## config.mk

```make
export PLATFORM = sky130hd
export DESIGN_NAME = cfg_commit_ctrl
export DESIGN_NICKNAME = d
export VERILOG_FILES = /design/src/rtl/cfg_commit_pkg.sv /design/src/rtl/cfg_shift_loader.sv /design/src/rtl/cfg_wait_timer.sv /design/src/rtl/cfg_nv_bank.sv /design/src/rtl/cfg_commit_ctrl.sv
export SDC_FILE = /design/constraint.sdc
export NUM_CORES = 1
export LEC_CHECK = 0
export ABC_AREA = 1
export BUFFER_PORTS_ARGS = -buffer_cell sky130_fd_sc_hd__buf_2
export CAP_MARGIN = 20
export CORE_ASPECT_RATIO = 0.8
export CORE_MARGIN = 8
export CORE_UTILIZATION = 26
export CTS_CLUSTER_SIZE = 28
export DETAILED_ROUTE_END_ITERATION = 8
export GPL_TIMING_DRIVEN = 0
export PLACE_DENSITY = 0.66
export SKIP_LAST_GASP = 1
export SLEW_MARGIN = 10
export SYNTH_ARGS = -nofsm -noshare
export SYNTH_HDL_FRONTEND = slang
export SYNTH_SLANG_ARGS = --single-unit
```

## constraint.sdc

```tcl
create_clock -name clk_i -period 10.25 [get_ports clk_i]
set_input_delay 0 -clock clk_i [delete_from_list [all_inputs] [get_ports clk_i]]
set_output_delay 0 -clock clk_i [all_outputs]
set_load 0.02 [all_outputs]
```

## src/rtl/cfg_commit_pkg.sv

```systemverilog
package cfg_commit_pkg;
  typedef enum logic [2:0] {
    ST_BOOT,
    ST_IDLE,
    ST_LOAD,
    ST_COMMIT,
    ST_COMMIT_LOCK
  } state_e;

  typedef enum logic [1:0] {
    CMD_NONE        = 2'b00,
    CMD_COMMIT      = 2'b01,
    CMD_COMMIT_LOCK = 2'b10,
    CMD_RESTART     = 2'b11
  } cmd_e;
endpackage

```

## src/rtl/cfg_shift_loader.sv

```systemverilog
module cfg_shift_loader #(
  parameter int WORD_W    = 8,
  parameter int NUM_WORDS = 6,
  localparam int BIT_W    = (WORD_W > 1) ? $clog2(WORD_W) : 1,
  localparam int IDX_W    = (NUM_WORDS > 1) ? $clog2(NUM_WORDS) : 1
) (
  input  logic              clk_i,
  input  logic              rst_ni,
  input  logic              accept_i,
  input  logic              bit_i,
  input  logic              clear_i,
  output logic              word_done_o,
  output logic              last_word_o,
  output logic [IDX_W-1:0]  word_idx_o,
  output logic [WORD_W-1:0] word_data_o
);
  logic [WORD_W-1:0] shreg_q;
  logic [BIT_W-1:0]  bit_cnt_q;
  logic [IDX_W-1:0]  idx_q;
  logic              word_end;

  assign word_end    = (bit_cnt_q == BIT_W'(WORD_W - 1));
  assign word_done_o = accept_i && word_end;
  assign last_word_o = (idx_q == IDX_W'(NUM_WORDS - 1));
  assign word_idx_o  = idx_q;
  assign word_data_o = {shreg_q[WORD_W-2:0], bit_i};

  always_ff @(posedge clk_i or negedge rst_ni) begin
    if (!rst_ni) begin
      shreg_q   <= '0;
      bit_cnt_q <= '0;
      idx_q     <= '0;
    end else if (clear_i) begin
      bit_cnt_q <= '0;
      idx_q     <= '0;
    end else if (accept_i) begin
      shreg_q <= word_data_o;
      if (word_end) begin
        bit_cnt_q <= '0;
        idx_q     <= last_word_o ? '0 : idx_q + 1'b1;
      end else begin
        bit_cnt_q <= bit_cnt_q + 1'b1;
      end
    end
  end

  assert_idx_range_R2: assert property (@(posedge clk_i) disable iff (!rst_ni)
    idx_q < IDX_W'(NUM_WORDS));
  assert_word_order_R2: assert property (@(posedge clk_i) disable iff (!rst_ni)
    (word_done_o && !last_word_o && !clear_i) |=> (idx_q == $past(idx_q) + 1'b1));
  assert_wrap_R3: assert property (@(posedge clk_i) disable iff (!rst_ni)
    (word_done_o && last_word_o) |=> (idx_q == '0 && bit_cnt_q == '0));
endmodule

```

## src/rtl/cfg_wait_timer.sv

```systemverilog
module cfg_wait_timer #(
  parameter int WAIT_CYCLES = 2500000,
  localparam int CNT_W      = (WAIT_CYCLES > 1) ? $clog2(WAIT_CYCLES) : 1
) (
  input  logic clk_i,
  input  logic rst_ni,
  input  logic start_i,
  output logic done_o
);
  logic [CNT_W-1:0] cnt_q;

  always_ff @(posedge clk_i or negedge rst_ni) begin
    if (!rst_ni)              cnt_q <= '0;
    else if (start_i)         cnt_q <= CNT_W'(WAIT_CYCLES - 1);
    else if (cnt_q != '0)     cnt_q <= cnt_q - 1'b1;
  end

  assign done_o = (cnt_q == '0);

  assert_wait_bound_R6: assert property (@(posedge clk_i) disable iff (!rst_ni)
    cnt_q <= CNT_W'(WAIT_CYCLES - 1));
  assert_wait_step_R6: assert property (@(posedge clk_i) disable iff (!rst_ni)
    (!start_i && cnt_q != '0) |=> (cnt_q == $past(cnt_q) - 1'b1));
endmodule

```

## src/rtl/cfg_nv_bank.sv

```systemverilog
module cfg_nv_bank #(
  parameter int                          WORD_W    = 8,
  parameter int                          NUM_WORDS = 6,
  parameter logic [NUM_WORDS*WORD_W-1:0] NV_INIT   = '0
) (
  input  logic                        clk_i,
  input  logic                        rst_ni,
  input  logic [NUM_WORDS-1:0]        we_i,
  input  logic [NUM_WORDS*WORD_W-1:0] wdata_i,
  input  logic                        lock_set_i,
  output logic [NUM_WORDS*WORD_W-1:0] words_o,
  output logic                        locked_o
);
  // Storage deliberately has no reset: contents survive rst_ni.
  logic [NUM_WORDS*WORD_W-1:0] words_q = NV_INIT;
  logic                        lock_q  = 1'b0;

  for (genvar i = 0; i < NUM_WORDS; i++) begin : g_word
    always_ff @(posedge clk_i) begin
      if (we_i[i]) words_q[i*WORD_W +: WORD_W] <= wdata_i[i*WORD_W +: WORD_W];
    end
  end

  always_ff @(posedge clk_i) begin
    if (lock_set_i) lock_q <= 1'b1;
  end

  assign words_o  = words_q;
  assign locked_o = lock_q;

  assert_nv_hold_R4: assert property (@(posedge clk_i) disable iff (!rst_ni)
    ($past(we_i) == '0) |-> $stable(words_o));
  assert_lock_sticky_R7: assert property (@(posedge clk_i) disable iff (!rst_ni)
    locked_o |=> locked_o);
endmodule

```

## src/rtl/cfg_commit_ctrl.sv

```systemverilog
module cfg_commit_ctrl
  import cfg_commit_pkg::*;
#(
  parameter int                          WORD_W      = 8,
  parameter int                          NUM_WORDS   = 6,
  parameter int                          WAIT_CYCLES = 2500000,
  parameter logic [NUM_WORDS*WORD_W-1:0] NV_INIT     = '0,
  localparam int                         IDX_W       = (NUM_WORDS > 1) ? $clog2(NUM_WORDS) : 1,
  localparam int                         TOT_W       = NUM_WORDS * WORD_W
) (
  input  logic                 clk_i,
  input  logic                 rst_ni,
  input  logic                 bit_i,
  input  logic                 bit_valid_i,
  input  logic [1:0]           cmd_i,
  output logic [TOT_W-1:0]     cfg_words_o,
  output logic [TOT_W-1:0]     nv_words_o,
  output logic [NUM_WORDS-1:0] nv_we_o,
  output logic                 busy_o,
  output logic                 locked_o
);
  state_e             state_q, state_d;
  cmd_e               cmd;
  logic               accept, clear, start, first_q;
  logic               word_done, last_word, timer_done, locked;
  logic [IDX_W-1:0]   word_idx;
  logic [WORD_W-1:0]  word_data;
  logic [TOT_W-1:0]   vol_q;
  logic [TOT_W-1:0]   nv_words;

  assign cmd = cmd_e'(cmd_i);

  // Command beats bit in idle; restart beats bit while loading.
  always_comb begin
    accept = 1'b0;
    if (bit_valid_i && !locked) begin
      if (state_q == ST_IDLE) accept = (cmd == CMD_NONE);
      if (state_q == ST_LOAD) accept = (cmd != CMD_RESTART);
    end
  end

  assign clear = (state_q == ST_LOAD) && (cmd == CMD_RESTART);

  always_comb begin
    state_d = state_q;
    start   = 1'b0;
    unique case (state_q)
      ST_BOOT: state_d = ST_IDLE;
      ST_IDLE: begin
        if (!locked) begin
          if (cmd == CMD_COMMIT) begin
            state_d = ST_COMMIT;
            start   = 1'b1;
          end else if (cmd == CMD_COMMIT_LOCK) begin
            state_d = ST_COMMIT_LOCK;
            start   = 1'b1;
          end else if (accept) begin
            state_d = ST_LOAD;
          end
        end
      end
      ST_LOAD: begin
        if (clear)                         state_d = ST_IDLE;
        else if (word_done && last_word)   state_d = ST_IDLE;
      end
      ST_COMMIT, ST_COMMIT_LOCK: begin
        if (!first_q && timer_done) state_d = ST_IDLE;
      end
      default: state_d = ST_IDLE;
    endcase
  end

  always_ff @(posedge clk_i or negedge rst_ni) begin
    if (!rst_ni) begin
      state_q <= ST_BOOT;
      first_q <= 1'b0;
    end else begin
      state_q <= state_d;
      first_q <= start;
    end
  end

  cfg_shift_loader #(.WORD_W(WORD_W), .NUM_WORDS(NUM_WORDS)) u_loader (
    .clk_i       (clk_i),
    .rst_ni      (rst_ni),
    .accept_i    (accept),
    .bit_i       (bit_i),
    .clear_i     (clear),
    .word_done_o (word_done),
    .last_word_o (last_word),
    .word_idx_o  (word_idx),
    .word_data_o (word_data)
  );

  cfg_wait_timer #(.WAIT_CYCLES(WAIT_CYCLES)) u_timer (
    .clk_i   (clk_i),
    .rst_ni  (rst_ni),
    .start_i (start),
    .done_o  (timer_done)
  );

  for (genvar i = 0; i < NUM_WORDS; i++) begin : g_vol
    always_ff @(posedge clk_i or negedge rst_ni) begin
      if (!rst_ni)
        vol_q[i*WORD_W +: WORD_W] <= '0;
      else if (state_q == ST_BOOT)
        vol_q[i*WORD_W +: WORD_W] <= nv_words[i*WORD_W +: WORD_W];
      else if (word_done && word_idx == IDX_W'(i))
        vol_q[i*WORD_W +: WORD_W] <= word_data;
    end
  end

  assign nv_we_o = {NUM_WORDS{first_q}};

  cfg_nv_bank #(.WORD_W(WORD_W), .NUM_WORDS(NUM_WORDS), .NV_INIT(NV_INIT)) u_bank (
    .clk_i      (clk_i),
    .rst_ni     (rst_ni),
    .we_i       (nv_we_o),
    .wdata_i    (vol_q),
    .lock_set_i (first_q && state_q == ST_COMMIT_LOCK),
    .words_o    (nv_words),
    .locked_o   (locked)
  );

  assign cfg_words_o = vol_q;
  assign nv_words_o  = nv_words;
  assign busy_o      = (state_q == ST_COMMIT) || (state_q == ST_COMMIT_LOCK);
  assign locked_o    = locked;

  assert_we_in_commit_R5: assert property (@(posedge clk_i) disable iff (!rst_ni)
    (nv_we_o != '0) |-> busy_o);
  assert_we_all_or_none_R5: assert property (@(posedge clk_i) disable iff (!rst_ni)
    (nv_we_o == '0) || (&nv_we_o));
  assert_we_single_R5: assert property (@(posedge clk_i) disable iff (!rst_ni)
    (nv_we_o != '0) |=> (nv_we_o == '0));
  assert_busy_no_load_R6: assert property (@(posedge clk_i) disable iff (!rst_ni)
    busy_o |-> !word_done);
  assert_locked_idle_R8: assert property (@(posedge clk_i) disable iff (!rst_ni)
    (locked_o && state_q == ST_IDLE) |=> !busy_o);
  assert_load_no_commit_R9: assert property (@(posedge clk_i) disable iff (!rst_ni)
    (state_q == ST_LOAD) |=> !busy_o);
endmodule

```

After elaboration in Yosys (flattened, before gate mapping)
Index checks and enable logic that the tools add are counted.

operators by class
  bitwise operators = 1
  equal/unequal tests = 10
  multiplexer cells = 4
  add/sub/neg operators = 1
  reduce and logical (&&, ||, !) cells = 6

operator list
  cell                                                                      number
  22-bit zero test                                                          1
  22-bit two-way mux                                                        1
  22-bit nonzero test                                                       1
  22-bit by 1-bit subtractor with 22-bit output (second input constant)     1
  3-bit case mux with 3 select lines                                        1
  3-bit by 2-bit == test with 1-bit output (second input constant)          2
  3-bit two-way mux                                                         2
  2-bit == test (second input constant)                                     2
  2-bit inequality test (second input constant)                             2
  4-bit AND reduction                                                       1
  3-bit by 1-bit == test with 1-bit output (second input constant)          1
  3-bit == test (second input constant)                                     1
  3-bit by 1-bit inequality test with 1-bit output (second input constant)  1
  2-bit by 1-bit == test with 1-bit output (second input constant)          1
  2-bit OR reduction                                                        1
  1-bit logical AND                                                         1
  1-bit logical OR                                                          1
  1-bit inverter                                                            1

storage, ports and cells
  output and inout bits = 104
  bits of input ports = 6
  logic and storage cells = 24
  flip-flop bits (word level) = 25

Depth between registers and ports, before layout
  depth in word-level cells = 4
  gate-level depth with buffers = 1
  mapped depth without buffers = 0

Hierarchy
A second synthesis with hierarchy kept.

second synthesis, totals
  cell total of the unflattened synthesis = 606
  area, all modules = 6053.3 µm²

by module, submodules not included
  module            cells each  area an instance (µm²)  times used  seq. area each (µm²)
  cfg_commit_ctrl   292         2570.0                  1           1301.2
  cfg_nv_bank       50          1452.6                  1           1441.4
  cfg_wait_timer    192         1381.3                  1           550.5
  cfg_shift_loader  72          649.4                   1           325.3

==> results.sh <==
export IMPL_status="completed"
export IMPL_drc=0
export IMPL_postPlaceCellArea_mm2=0.00122
export IMPL_die_h_um=65.3
export IMPL_fp_dieArea_mm2=0.00506
export IMPL_postLayoutCellArea_mm2=0.00122
export IMPL_muxShareOfSynthArea=0
export IMPL_peakVddDrop_mv=0.0193
export IMPL_fin_nets=216
export IMPL_final_util=0.408
export IMPL_drtIter0Drc=3
export IMPL_rsz0062_at_grt="no"
export IMPL_synth_top_family_by_area="buffers and inverters"
export IMPL_synth_compound_area_share=0
export IMPL_core_rowCount=18
export IMPL_ant_nets=0
export IMPL_initial_utilization=0.263
export IMPL_n_clock_buffer=0
export IMPL_grt_max_degree=2
export IMPL_powerDensity_mw_per_mm2=54.6
export IMPL_post_synth_cell_area_avg_um2=7.44
export IMPL_viasPerCell=2.16
export IMPL_grt_pass1_vias=452
export IMPL_synthCells=106
export IMPL_n_fill_cell=318
export IMPL_p_leak_nw=0.903
export IMPL_yosys_area_share_xor_xnor=0
export IMPL_drive_gt1_frac=0.500
export IMPL_hold_violations=0
export IMPL_grt_overflow=0
export IMPL_track_usage=0.0521
export IMPL_vias=535
export IMPL_grt_pass1_wl_mm=2.28
export IMPL_pin_count=110
export IMPL_cap_violations=0
export IMPL_seq_area_frac_synth=0
export IMPL_area_growth_pct=54.9
export IMPL_antenna_found_initial=0
export IMPL_final_max_slew_viol_count=0
export IMPL_synth_simple_gate_area_frac=0
export IMPL_postCtsSetupRepairBufs=0
export IMPL_multiInputGateArea_um2=390
export IMPL_ctsResizeCount=0
export IMPL_ff_latch_area_um2=0
export IMPL_synthAdderAreaFrac=0
export IMPL_dr_pass1_iters=2
export IMPL_design_core_area_mm2=0.00300
export IMPL_ctsHoldBuffers=0
export IMPL_setup_tns_ns=0
export IMPL_gp_congestion=0.662
export IMPL_numSequentialCells=0
export IMPL_port_buffer_count=0
export IMPL_yosysWarnings=0
export IMPL_wl_per_cell_um=6.53
export IMPL_synth_cell_types=2
export IMPL_synth_cell_area_um2=788
export IMPL_n_antenna_cell=0
export IMPL_routed_wl_mm=1.62
export IMPL_die_x_um=77.6
export IMPL_setup_violations=0
-- logic make-up (layout without fill, tap and decap cells) --
group / count (synthesis) / count (layout)
buffers and inverters: 104 / 104
other: 2 / 104
-- power by group --
part,switching (W),internal [W]
combinational,0.0000402,0.0000264
clock,0,0
sequential,0,0
-- cell usage in the layout (no fill, tap or decap) --
cell,netlist,final
conb_1,2,104
buf_4,104,104
-- routing by layer --
| layer | global-route usage | share of wire | vias to the layer above |
|---|---|---|---|
| met5 | 0 | 0 | - |
| met4 | 0 | 0 | 0 |
| met3 | 0.0354 | 0.17 | 0 |
| met2 | 0.111 | 0.56 | 45 |
| met1 | 0.0392 | 0.27 | 178 |
| li1 | - | - | 312 |
-- through the flow --
stage,power (W),std cells
2_1_floorplan,0.0000634,208
3_3_place_gp,0.0000634,248
3_5_place_dp,0.0000634,248
4_1_cts,0.0000634,248
5_1_grt,0.0000713,248
6_report,0.0000666,248
-- synthesized netlist by cell type --
library cell | n | area (µm²)
buf_4 | 104 | 781
conb_1 | 2 | 7.51
-- area by class of cell --
cell class | count | share of cell area
Buffer | 104 | 0.639
Multi-Input combinational cell | 104 | 0.320
Tap cell | 40 | 0.0410
No activity file was read; power rests on OpenSTA's default activity.
